===== src/rtl/adc_timing_pkg.sv =====
package adc_timing_pkg;

  localparam int DIV_CODE_W = 5;
  localparam int SMP_CODE_W = 2;
  localparam int MAX_DIV    = 16;
  localparam int DIV_W      = $clog2(MAX_DIV) + 1;
  localparam int SMP_W      = 5;

  typedef enum logic [1:0] {
    PH_IDLE    = 2'd0,
    PH_SAMPLE  = 2'd1,
    PH_CONVERT = 2'd2
  } phase_t;

  // Even divisor 2*(code+1); codes with either upper bit set fall back to 16.
  function automatic logic [DIV_W-1:0] div_from_code(input logic [DIV_CODE_W-1:0] code);
    if (code[DIV_CODE_W-1:DIV_CODE_W-2] != 2'b00)
      return DIV_W'(MAX_DIV);
    return DIV_W'({code[2:0], 1'b0}) + DIV_W'(2);
  endfunction

  // Sampling length in converter clocks: 2, 4, 8, 16.
  function automatic logic [SMP_W-1:0] smp_from_code(input logic [SMP_CODE_W-1:0] code);
    return SMP_W'(2) << code;
  endfunction

endpackage


===== src/rtl/adc_clk_divider.sv =====
module adc_clk_divider
  import adc_timing_pkg::*;
#(
  parameter int DW = DIV_W
) (
  input  logic          clk_i,
  input  logic          rst_ni,
  input  logic          clear_i,
  input  logic          run_i,
  input  logic [DW-1:0] divisor_i,
  output logic          tick_o
);

  localparam int CW = DW - 1;

  logic [CW-1:0] cnt_q;
  logic          wrap;

  assign wrap   = ({1'b0, cnt_q} == divisor_i - DW'(1));
  assign tick_o = run_i && !clear_i && wrap;

  always_ff @(posedge clk_i) begin
    if (!rst_ni)
      cnt_q <= '0;
    else if (clear_i)
      cnt_q <= '0;
    else if (run_i)
      cnt_q <= wrap ? '0 : cnt_q + CW'(1);
  end

  // strobes are never adjacent, since every divisor is at least 2
  assert_tick_gap_R1: assert property (@(posedge clk_i) disable iff (!rst_ni)
    tick_o |=> !tick_o);

  // the count never passes the selected divisor
  assert_cnt_bound_R2: assert property (@(posedge clk_i) disable iff (!rst_ni)
    run_i |-> ({1'b0, cnt_q} < divisor_i));

endmodule


===== src/rtl/adc_sar_sequencer.sv =====
module adc_sar_sequencer
  import adc_timing_pkg::*;
#(
  parameter int RES_W = 8,
  parameter int SW    = SMP_W
) (
  input  logic             clk_i,
  input  logic             rst_ni,
  input  logic             start_i,
  input  logic             tick_i,
  input  logic [SW-1:0]    smp_ticks_i,
  input  logic             cmp_i,
  output logic             busy_o,
  output logic             start_acc_o,
  output logic             sample_en_o,
  output logic [RES_W-1:0] trial_o,
  output logic             done_o,
  output logic [RES_W-1:0] result_o
);

  localparam int IDX_W = $clog2(RES_W);
  localparam logic [RES_W-1:0] MSB_ONLY = {1'b1, {(RES_W-1){1'b0}}};

  phase_t           phase_q;
  logic [SW-1:0]    cnt_q;
  logic [IDX_W-1:0] idx_q;
  logic             half_q;
  logic [RES_W-1:0] code_q;
  logic [RES_W-1:0] result_q;
  logic             done_q;

  logic             last_sample;
  logic             decide;
  logic             last_bit;
  logic [RES_W-1:0] code_next;

  // Settle bit i from the comparator, then propose the next lower bit.
  function automatic logic [RES_W-1:0] sar_step(input logic [RES_W-1:0] c,
                                                input logic [IDX_W-1:0] i,
                                                input logic             keep);
    logic [RES_W-1:0] r;
    r    = c;
    r[i] = keep;
    if (i != '0) r[i - IDX_W'(1)] = 1'b1;
    return r;
  endfunction

  assign start_acc_o = start_i && (phase_q == PH_IDLE);
  assign last_sample = tick_i && (phase_q == PH_SAMPLE) && (cnt_q == smp_ticks_i - SW'(1));
  assign decide      = tick_i && (phase_q == PH_CONVERT) && half_q;
  assign last_bit    = decide && (idx_q == '0);
  assign code_next   = sar_step(code_q, idx_q, cmp_i);

  always_ff @(posedge clk_i) begin
    if (!rst_ni) begin
      phase_q  <= PH_IDLE;
      cnt_q    <= '0;
      idx_q    <= '0;
      half_q   <= 1'b0;
      code_q   <= '0;
      result_q <= '0;
      done_q   <= 1'b0;
    end else begin
      done_q <= 1'b0;
      unique case (phase_q)
        PH_IDLE: begin
          if (start_i) begin
            phase_q <= PH_SAMPLE;
            cnt_q   <= '0;
            code_q  <= '0;
          end
        end
        PH_SAMPLE: begin
          if (last_sample) begin
            phase_q <= PH_CONVERT;
            code_q  <= MSB_ONLY;
            idx_q   <= IDX_W'(RES_W - 1);
            half_q  <= 1'b0;
          end else if (tick_i) begin
            cnt_q <= cnt_q + SW'(1);
          end
        end
        PH_CONVERT: begin
          if (tick_i && !half_q) begin
            half_q <= 1'b1;
          end else if (decide) begin
            half_q <= 1'b0;
            if (last_bit) begin
              phase_q  <= PH_IDLE;
              result_q <= code_next;
              done_q   <= 1'b1;
              code_q   <= '0;
            end else begin
              code_q <= code_next;
              idx_q  <= idx_q - IDX_W'(1);
            end
          end
        end
        default: phase_q <= PH_IDLE;
      endcase
    end
  end

  assign busy_o      = (phase_q != PH_IDLE);
  assign sample_en_o = (phase_q == PH_SAMPLE);
  assign trial_o     = code_q;
  assign done_o      = done_q;
  assign result_o    = result_q;

  // the end-of-conversion pulse lasts a single cycle
  assert_done_pulse_R7: assert property (@(posedge clk_i) disable iff (!rst_ni)
    done_o |=> !done_o);

  // the result register moves only together with done
  assert_result_hold_R7: assert property (@(posedge clk_i) disable iff (!rst_ni)
    !done_o |-> $stable(result_o));

  // the bit search starts from the most significant bit
  assert_msb_first_R5: assert property (@(posedge clk_i) disable iff (!rst_ni)
    $rose(phase_q == PH_CONVERT) |-> (trial_o == MSB_ONLY));

  // no trial code is driven while sampling
  assert_quiet_dac_R3: assert property (@(posedge clk_i) disable iff (!rst_ni)
    sample_en_o |-> (trial_o == '0));

  // a trial code only changes on a deciding strobe or when sampling ends
  assert_trial_steady_R6: assert property (@(posedge clk_i) disable iff (!rst_ni)
    (phase_q == PH_CONVERT && !decide) |=> $stable(trial_o));

endmodule


===== src/rtl/adc_sar_timer.sv =====
module adc_sar_timer
  import adc_timing_pkg::*;
#(
  parameter int RES_W = 8,
  parameter int DCW   = DIV_CODE_W,
  parameter int SCW   = SMP_CODE_W
) (
  input  logic             clk_i,
  input  logic             rst_ni,
  input  logic             start_i,
  input  logic [DCW-1:0]   div_code_i,
  input  logic [SCW-1:0]   smp_code_i,
  input  logic             cmp_i,
  output logic             sample_en_o,
  output logic [RES_W-1:0] dac_code_o,
  output logic             done_o,
  output logic [RES_W-1:0] result_o
);

  logic [DCW-1:0]   div_code_q;
  logic [SCW-1:0]   smp_code_q;
  logic [DIV_W-1:0] divisor;
  logic [SMP_W-1:0] smp_ticks;
  logic             busy;
  logic             start_acc;
  logic             tick;

  // Codes are captured once per conversion; divide-by-4 after reset.
  always_ff @(posedge clk_i) begin
    if (!rst_ni) begin
      div_code_q <= DCW'(1);
      smp_code_q <= '0;
    end else if (start_acc) begin
      div_code_q <= div_code_i;
      smp_code_q <= smp_code_i;
    end
  end

  assign divisor   = div_from_code(div_code_q);
  assign smp_ticks = smp_from_code(smp_code_q);

  adc_clk_divider #(
    .DW (DIV_W)
  ) i_div (
    .clk_i     (clk_i),
    .rst_ni    (rst_ni),
    .clear_i   (start_acc),
    .run_i     (busy),
    .divisor_i (divisor),
    .tick_o    (tick)
  );

  adc_sar_sequencer #(
    .RES_W (RES_W),
    .SW    (SMP_W)
  ) i_seq (
    .clk_i       (clk_i),
    .rst_ni      (rst_ni),
    .start_i     (start_i),
    .tick_i      (tick),
    .smp_ticks_i (smp_ticks),
    .cmp_i       (cmp_i),
    .busy_o      (busy),
    .start_acc_o (start_acc),
    .sample_en_o (sample_en_o),
    .trial_o     (dac_code_o),
    .done_o      (done_o),
    .result_o    (result_o)
  );

  // a start during a conversion leaves the captured codes alone
  assert_busy_start_R8: assert property (@(posedge clk_i) disable iff (!rst_ni)
    (start_i && busy) |=> ($stable(div_code_q) && $stable(smp_code_q)));

  // a conversion cannot finish on the cycle it begins
  assert_no_instant_done_R4: assert property (@(posedge clk_i) disable iff (!rst_ni)
    start_acc |=> !done_o);

endmodule


===== config.mk =====
export PLATFORM = sky130hd
export DESIGN_NAME = adc_sar_timer
export DESIGN_NICKNAME = d
export VERILOG_FILES = /design/src/rtl/adc_timing_pkg.sv /design/src/rtl/adc_clk_divider.sv /design/src/rtl/adc_sar_sequencer.sv /design/src/rtl/adc_sar_timer.sv
export SDC_FILE = /design/constraint.sdc
export NUM_CORES = 1
export LEC_CHECK = 0
export BUFFER_PORTS_ARGS = -buffer_cell sky130_fd_sc_hd__buf_2
export CORE_MARGIN = 5
export CORE_UTILIZATION = 50
export CTS_CLUSTER_SIZE = 8
export DETAILED_ROUTE_END_ITERATION = 10
export PLACE_DENSITY_LB_ADDON = 0.3
export SLEW_MARGIN = 10
export SYNTH_ARGS = -nofsm -noshare
export SYNTH_HDL_FRONTEND = slang
export SYNTH_SLANG_ARGS = --single-unit

===== constraint.sdc =====
create_clock -name clk_i -period 6.5 [get_ports clk_i]
set_input_delay 1.3 -clock clk_i [delete_from_list [all_inputs] [get_ports clk_i]]
set_output_delay 1.3 -clock clk_i [all_outputs]
set_load 0.005 [all_outputs]

==> impl_metrics.yaml, run 1 <==
layout:
  syn2layout_area_growth_pct: 10.5
  final_nets: 320
  layout.cells.non_filler: 352
  antenna_cells: 0
  drive_gt1_frac: 0.153
  design_area_sq_um: 2530
global_routing:
  grt_pass1_vias: 1941
  track_usage: 0.179
  overflow: 0
  grt_pass1_wl_um: 9090
  grt_max_degree: 27
  antenna_found_initial: 0
yosys:
  synth_edf_count: 0
  ys_top_cells_by_area: "dfxtp_1, mux2i_1, nand2_1"
  ys_seq_elements: 39
  ys_seq_area_frac: 0.341
  synth_cells: 279
  async_flop_share: 0
  syn_avg_cell_area_sq_um: 8.22
  synth.distinct_cells: 52
  synth_warnings: 0
  syn_nets: 300
  synth_ff_type: "dfxtp_1"
  synthesis.area_sq_um: 2290
  yosysTopAreaCell: "dfxtp_1"
  yosysTopAreaCellShare: 0.341
worst_setup_path:
  reg2reg_to: "i_seq.result_o[7]$_SDFFE_PN0P_"
  cpPeakStageDelay_ns: 0.60
  critPathSlowestCell: "nand4_1"
  crit_type: "reg2reg"
  crit_chain: "nor3_1 -> inv_1 -> ha_1 -> xnor2_1 -> and3_1 -> nor4_2 -> nand4_1 -> mux2_2 -> nor2_1"
  cp-end-kind: "register"
  crit_required_ns: 6.73
  critPathLaunchType: "register"
  crit_buf_inv: 1
  r2r_start: "div_code_q[3]$_SDFFE_PN0P_"
  worst-path-max-fanout: 9
  path_delay_family: "simple AND/OR/NAND/NOR gates"
  r2r_cells: 9
  worst-r2r-setup-slack_ns: 3.51
  arrival_ns: 3.21
min_path:
  min_from: "i_seq.trial_o[1]$_SDFFE_PN0P_"
  whs_path_depth: 2
  hold_end: "i_seq.trial_o[1]$_SDFFE_PN0P_"
  hold_path.class: "reg2reg"
floorplan:
  core.rowCount: 24
  die_area_sq_um: 6040
  die_w_um: 77.7
  pin_count: 29
  die_h_um: 77.7
  start_util: 0.519
  core_sq_um: 4410
clock_network:
  hold_buffers: 0
  clk_latency_ns: 0.30
  post_cts_resized: 0
  cts_root_buf: "clkbuf_8"
  h-tree-depth: 2
  clock_sinks: 39
  cts_setup_buffers: 0
  ctsLongestPathBuffers: 2
  clk_pin_slew_ns: 0.09
  cts_buffers: 5
  tritoncts: "built"
route:
  wl_per_cell_um: 15.0
  drt_iter0_drc: 241
  wirelength_um: 5300
  vias_per_cell: 6.01
  drtPass1Iterations: 4
  via_count: 2114
  drc_errors: 0
  route.antenna.remaining_nets: 0
timing:
  setup_viol: 0
  relSlewSlack: 0.399
  fin_tns_setup_ns: 0
  min_period_ns: 2.99
  fin_crit_sh: 0.460
  max_freq_mhz: 335
  worst_pin_slew_ns: 0.897
  hold_viol: 0
  slew_violations: 0
  skew_ns: 0.0101
  rsz0062_at_grt: "false"
flow_run:
  cap_violations: 0
power_and_ir_drop:
  vdd_drop_max_uv: 180
  power_density_nw_per_um2: 277
  p_leak_nw: 1.08
  p_total_w: 0.000702
placed_design:
  placed_cell_area_sq_um: 2440
  io_buffers: 28
  dp_hpwl_um: 3780
  gp_congestion: 0.861
  dp_cells: 344
outcome:
  outcome: "finished clean"
-- cell usage after synthesis, drive strengths merged, types with 2 or more instances --
library cell and count:
o41ai 2, inv 10, o31ai 6, dfxtp 39, o21ai 13, mux2i 22, clkinv 2, and3 5
a21oi 13, nor3 6, o31a 2, o2111ai 2, and2 3, a21boi 2, nand4 10, or3 3
ha 10, xnor2 2, nor2b 6, nand2 37, clkbuf 14, a311oi 3, nand2b 2, nand3 8
o211ai 3, nor2 25, xor2 4, o311a 2, nor4 5
-- state kept, by name (all words and copies together), names as in the netlist --
register	count
i_seq.trial_o	8
i_seq.cnt_q	5
i_seq.result_o	8
i_seq.phase_q	2
i_seq.half_q	1
i_div.cnt_q	4
div_code_q	5
i_seq.done_o	1
smp_code_q	2
i_seq.idx_q	3
-- worst max-delay path by stage --
stage                                endpoint  depth (start not counted)                  startpoint
4_1_cts        i_seq.result_o[7]$_SDFFE_PN0P_                          9  div_code_q[0]$_SDFFE_PN1P_
3_5_place_dp   i_seq.result_o[7]$_SDFFE_PN0P_                          9  div_code_q[3]$_SDFFE_PN0P_
2_1_floorplan   i_seq.phase_q[0]$_SDFFE_PN0P_                          9  div_code_q[0]$_SDFFE_PN1P_
5_1_grt        i_seq.result_o[7]$_SDFFE_PN0P_                          9  div_code_q[4]$_SDFFE_PN0P_
6_report       i_seq.result_o[7]$_SDFFE_PN0P_                          9  div_code_q[3]$_SDFFE_PN0P_
3_3_place_gp   i_seq.result_o[7]$_SDFFE_PN0P_                          9  div_code_q[0]$_SDFFE_PN1P_
-- routing by layer --
metal	share of wire	track usage	routed length (um)	vias to the layer above
li1	-	-	-	1054
met1	0.48	0.257	2520	996
met2	0.46	0.272	2420	59
met3	0.057	0.0394	301	5
met4	0.0096	0.0481	51	0
met5	0	0	0	-
-- cell usage in the layout (no fill, tap or decap), drive strengths merged, types with 4 or more instances in the layout --
master and n:
o31ai 6, ha 10, clkbuf 5, nand2 37
o21ai 13, nor4 5, inv 11, a21oi 13
nor2b 6, nand3 8, and3 5, dfxtp 39
buf 28, nor2 25, nor3 6, mux2i 22
xor2 4, nand4 10
-- cells by family after synthesis --
logic type,Yosys count,synth area share
xor+xnor,6,0.0229
simple gates,117,0.259
buf+inv,27,0.0448
compound gates,57,0.177
mux,23,0.101
fa+ha+maj,10,0.0546
flops,39,0.341
-- where the power goes --
group | switching [W] | internal [W] | total, W | leakage (nW)
sequential | 0.0000184 | 0.000257 | 0.000276 | 0.316
clock | 0.0000952 | 0.0000768 | 0.000172 | 0.0408
combinational | 0.000162 | 0.0000929 | 0.000255 | 0.726
total | 0.000275 | 0.000427 | 0.000702 | 1.08
-- worst register-to-register path: stages (launching register included) --
cell and delay [ns]:
dfxtp_1 0.33, nor3_1 0.32, inv_1 0.08, ha_1 0.21, xnor2_1 0.13, and3_1 0.20, nor4_2 0.48, nand4_1 0.60
mux2_2 0.49, nor2_1 0.08
-- through the flow --
stage          utilization  hold WS (ns)  worst slack [ns]
2_1_floorplan            -         0.453              3.98
3_3_place_gp         0.553         0.465              3.68
3_5_place_dp         0.553         0.473              3.58
4_1_cts              0.574         0.489              3.56
5_1_grt              0.574         0.507              3.26
6_report             0.574         0.481              3.51
-- final cells by class --
type	count	area (sq um)
multi-input cells	213	1410
clock inverters	3	23.8
clock buffers	5	68.8
well taps	52	65.1
flip-flops and latches	39	781
repair buffers	28	140
inverters	12	45.0
fillers	421	1880
Power figures use the tool's default switching activity.
==> inputs of run 2 (changes only) <==
Clock period 6.5 ns to 2.75 ns, I/O delays scaled along.
==> run 2 against run 1 <==
  * Hold slack lost 0.0089 ns
  * Non-clock buffer count rose by 11
  * Register-to-register slack got worse by 3.4 ns
  * Cell area up 8.3%
  * Power grew to 2.8 times the previous value
  * Routed wire length grew 4.4%
  * Core utilization rose by 4.8 points
  * First-iteration DRC count decreased by 19%
  * Via count increased by 2.1%
  * Clock skew fell by 0.0013 ns
  * Global-route usage increased by 0.81 points
  * Clock power increased to 3.3 times the previous value
==> impl_metrics.yaml, run 2 (same netlist as run 1, synthesis figures left out) <==
power_and_ir_drop:
  switching_share: 0.351
  p_switching_w: 0.000688
  power.internal_w: 0.00127
  vdd_drop_max_uv: 593
  p_leak_nw: 1.17
  pwr-share-seq: 0.336
  clkPwrFrac: 0.290
  comb_power_share: 0.374
  power_density_nw_per_um2: 715
  p_total_w: 0.00196
global_routing:
  track_usage: 0.188
  grt_max_degree: 26
  overflow: 0
  grt_use_met1: 0.256
  grt_pass1_wl_um: 9450
  antenna_found_initial: 0
  met3_usage: 0.0417
  grt_pass1_vias: 2035
  busiest_layer: "met2"
  grtUsageMet2: 0.296
clock_network:
  ctsLongestPathBuffers: 2
  cts_root_buf: "clkbuf_8"
  h-tree-depth: 2
  clock_sinks: 39
  clk_pin_slew_ns: 0.08
  cts_setup_buffers: 0
  tritoncts: "built"
  cts_buffers: 5
  clk_latency_ns: 0.30
floorplan:
  core_sq_um: 4410
  core.rowCount: 24
  die_w_um: 77.7
  die_h_um: 77.7
  start_util: 0.519
  pin_count: 29
  die_area_sq_um: 6040
placed_design:
  dp_hpwl_um: 4000
  dp_cells: 355
  gp_congestion: 0.880
  io_buffers: 28
timing:
  max_freq_mhz: 374
  worst_pin_slew_ns: 0.560
  fin_crit_sh: 0.972
  slew_violations: 0
  relSlewSlack: 0.624
  min_period_ns: 2.67
  skew_ns: 0.00884
  hold_viol: 0
  setup_viol: 0
route:
  via_count: 2159
  wirelength_um: 5530
  drtPass1Iterations: 4
  wl_per_cell_um: 15.2
  vias_per_cell: 5.95
  drt_iter0_drc: 195
  route.antenna.remaining_nets: 0
  drc_errors: 0
min_path:
  hold_path.class: "reg2reg"
layout:
  final_nets: 331
  layout.cells.non_filler: 363
  drive_gt1_frac: 0.219
  syn2layout_area_growth_pct: 19.7
  final_cell_mix: "dfxtp_1, nand2_1, buf_2, nor2_1, mux2i_1"
  antenna_cells: 0
  final_common_cell: "dfxtp_1"
worst_setup_path:
  critPathSlowestCell: "or4_4"
  cpPeakStageDelay_ns: 0.56
  worst-path-max-fanout: 4
  path_delay_family: "simple AND/OR/NAND/NOR gates"
  arrival_ns: 2.89
  crit_chain: "ha_4 -> nand2_2 -> ha_4 -> xor2_2 -> nand2_2 -> or4_4 -> o31a_1 -> or3_1 -> a21oi_2"
  critPathLaunchType: "register"
  worst-r2r-setup-slack_ns: 0.08
  cp-end-kind: "register"
  crit_type: "reg2reg"
  crit_required_ns: 2.97
  crit_buf_inv: 0
flow_run:
  cap_violations: 0
outcome:
  outcome: "finished clean"
run 2: power groups by stage:
stage	registers, W	clock network (W)	logic [W]
after floorplan	0.000654	0	0.000471
after detailed placement	0.000664	0	0.000631
after global placement	0.000662	0	0.000613
after CTS	0.000651	0.000574	0.000644
after global routing	0.000667	0.000606	0.000795
final	0.000660	0.000568	0.000733
run 2: per-layer routing:
| metal | vias to the layer above | part of all wire |
|---|---|---|
| met3 | 8 | 0.057 |
| li1 | 1066 | - |
| met1 | 1035 | 0.46 |
| met5 | - | 0 |
| met4 | 0 | 0.015 |
| met2 | 50 | 0.46 |
run 2: final timing paths:
check                           cells after the start                       endpoint                           from
worst max-delay path                                9  i_seq.phase_q[0]$_SDFFE_PN0P_     div_code_q[0]$_SDFFE_PN1P_
worst min-delay path                                2  i_seq.trial_o[5]$_SDFFE_PN0P_  i_seq.trial_o[5]$_SDFFE_PN0P_
worst max register to register                      9  i_seq.phase_q[0]$_SDFFE_PN0P_     div_code_q[0]$_SDFFE_PN1P_
worst min register to register                      2  i_seq.trial_o[5]$_SDFFE_PN0P_  i_seq.trial_o[5]$_SDFFE_PN0P_
run 2: final cells by class:
class                   instances  area (sq um)
inverters                      12          45.0
multi-input cells             213          1490
clock buffers                   6          72.6
clock inverters                 2          60.1
fillers                       385          1670
flip-flops and latches         39           786
well taps                      52          65.1
repair buffers                 39           223
run 2: what timing repair did:
action,4_1_cts,5_1_grt
pin swaps,0,6
gates cloned,0,0
hold buffers,0,0
gates resized for setup,1,16
setup endpoints to repair,4,18
run 2: per-stage QoR:
step	TNS [ns]	setup slack [ns]	utilization	cell area, sq um	hold WS (ns)
final	0	0.0763	0.621	2740	0.472
after global routing	-0.0118	-0.0118	0.621	2740	0.486
after detailed placement	-0.0548	-0.0171	0.571	2520	0.466
after CTS	0	0.0397	0.603	2660	0.475
after floorplan	0	0.234	-	2290	0.453
after global placement	0	0.126	0.571	2520	0.465
run 2: worst register-to-register path: stages, from the launching register on:
cell and delay (ns):
dfxtp_4 0.37, ha_4 0.29, nand2_2 0.07, ha_4 0.28
xor2_2 0.13, nand2_2 0.10, or4_4 0.56, o31a_1 0.36
or3_1 0.34, a21oi_2 0.11
==> inputs of run 3 (changes only) <==
Settings changed: BUFFER_PORTS_ARGS -buffer_cell sky130_fd_sc_hd__buf_2 to -buffer_cell sky130_fd_sc_hd__buf_4.
==> run 3 against run 2 <==
  * Critical endpoint unchanged
  * Clock skew decreased by 0.0014 ns
  * Highest routed layer unchanged
  * Combinational power down 1%
  * Critical path type unchanged
  * Clock power shrank 11%
==> impl_metrics.yaml, run 3 (same netlist as run 1, synthesis figures left out) <==
outcome:
  outcome: "finished clean"
clock_network:
  cts_buffers: 5
  ctsLongestPathBuffers: 2
  clock_sinks: 39
  cts_setup_buffers: 0
  h-tree-depth: 2
  tritoncts: "built"
  clk_latency_ns: 0.30
  cts_root_buf: "clkbuf_8"
  hold_buffers: 0
  clk_pin_slew_ns: 0.07
worst_setup_path:
  path_delay_family: "simple AND/OR/NAND/NOR gates"
  arrival_ns: 2.89
  crit_type: "reg2reg"
  critPathSlowestCell: "or4_4"
  critPathLaunchType: "register"
  cp-end-kind: "register"
  crit_required_ns: 2.96
  cpPeakStageDelay_ns: 0.58
  worst-path-max-fanout: 4
  crit_buf_inv: 0
  crit_chain: "ha_4 -> nand2_2 -> ha_4 -> xor2_1 -> nand2_2 -> or4_4 -> o31a_1 -> or3_1 -> a21oi_1"
timing:
  rsz0062_at_grt: "true"
  relSlewSlack: 0.599
  slew_violations: 0
  fin_crit_sh: 0.974
  skew_ns: 0.00742
  setup_viol: 0
  hold_viol: 0
  min_period_ns: 2.68
  worst_pin_slew_ns: 0.598
  max_freq_mhz: 373
layout:
  final_util: 0.630
  layout.cells.non_filler: 362
  final_cell_mix: "buf_4, dfxtp_1, nand2_1, nor2_1, mux2i_1"
  final_nets: 330
  syn2layout_area_growth_pct: 21.4
  antenna_cells: 0
  drive_gt1_frac: 0.210
  final_common_cell: "buf_4"
flow_run:
  cap_violations: 0
route:
  drt_iter0_drc: 153
  vias_per_cell: 6.03
  wirelength_um: 5860
  drc_errors: 0
  via_count: 2183
  drtPass1Iterations: 4
  route.antenna.remaining_nets: 0
  wl_per_cell_um: 16.2
floorplan:
  core_sq_um: 4410
  die_w_um: 77.7
  core.rowCount: 24
  die_area_sq_um: 6040
  start_util: 0.519
  die_h_um: 77.7
  pin_count: 29
placed_design:
  io_buffers: 28
  gp_congestion: 0.848
  dp_cells: 354
  dp_hpwl_um: 3980
global_routing:
  antenna_found_initial: 0
  grt_pass1_vias: 2044
  track_usage: 0.190
  grt_max_degree: 27
  grt_pass1_wl_um: 9570
  overflow: 0
power_and_ir_drop:
  p_leak_nw: 1.17
  power_density_nw_per_um2: 680
  p_total_w: 0.00189
  vdd_drop_max_uv: 559
min_path:
  hold_path.class: "in2reg"
## run 3: layout make-up
cell class,count,area (sq um)
flip-flops and latches,39,786
multi-input cells,213,1480
inverters,12,45.0
well taps,52,65.1
clock inverters,2,35.0
clock buffers,6,82.6
fillers,372,1630
repair buffers,38,285
## run 3: per-stage QoR
step | hold WS, ns | instance area, sq um | setup TNS [ns] | setup WS (ns)
2_1_floorplan | 0.453 | 2290 | 0 | 0.234
3_3_place_gp | 0.469 | 2580 | 0 | 0.130
3_5_place_dp | 0.469 | 2580 | -0.0409 | -0.0138
4_1_cts | 0.482 | 2710 | 0 | 0.0353
5_1_grt | 0.491 | 2780 | -0.0193 | -0.0164
6_report | 0.481 | 2780 | 0 | 0.0707
## run 3: repair_timing
action	4_1_cts	5_1_grt
resized for setup	1	14
setup endpoints to repair	8	19
pin swaps	0	4
## run 3: layer usage
| layer | part of all wire | global-route usage | vias to the layer above |
|---|---|---|---|
| li1 | - | - | 1067 |
| met1 | 0.46 | 0.255 | 1045 |
| met2 | 0.47 | 0.303 | 58 |
| met3 | 0.052 | 0.0463 | 13 |
| met4 | 0.017 | 0.0533 | 0 |
| met5 | 0 | 0 | - |
## run 3: path summary, 6_finish.rpt
check                                   from                            end  slack (ns)  cells past startpoint
hold reg to reg   smp_code_q[1]$_SDFFE_PN0P_     smp_code_q[1]$_SDFFE_PN0P_        0.49                      2
setup / recovery  div_code_q[0]$_SDFFE_PN1P_  i_seq.phase_q[0]$_SDFFE_PN0P_        0.07                      9
setup reg to reg  div_code_q[0]$_SDFFE_PN1P_  i_seq.phase_q[0]$_SDFFE_PN0P_        0.07                      9
hold / removal                 div_code_i[0]     div_code_q[0]$_SDFFE_PN1P_        0.48                      3
## run 3: power breakdown
part	internal (W)	switching, W	leakage, nW
clock	0.000294	0.000211	0.0612
combinational	0.000295	0.000430	0.792
sequential	0.000611	0.0000514	0.316
total	0.00120	0.000692	1.17
## run 3: worst min-delay path: stages
cell and delay (ns):
buf_4 0.08, nand2_1 0.04, nand3_1 0.07
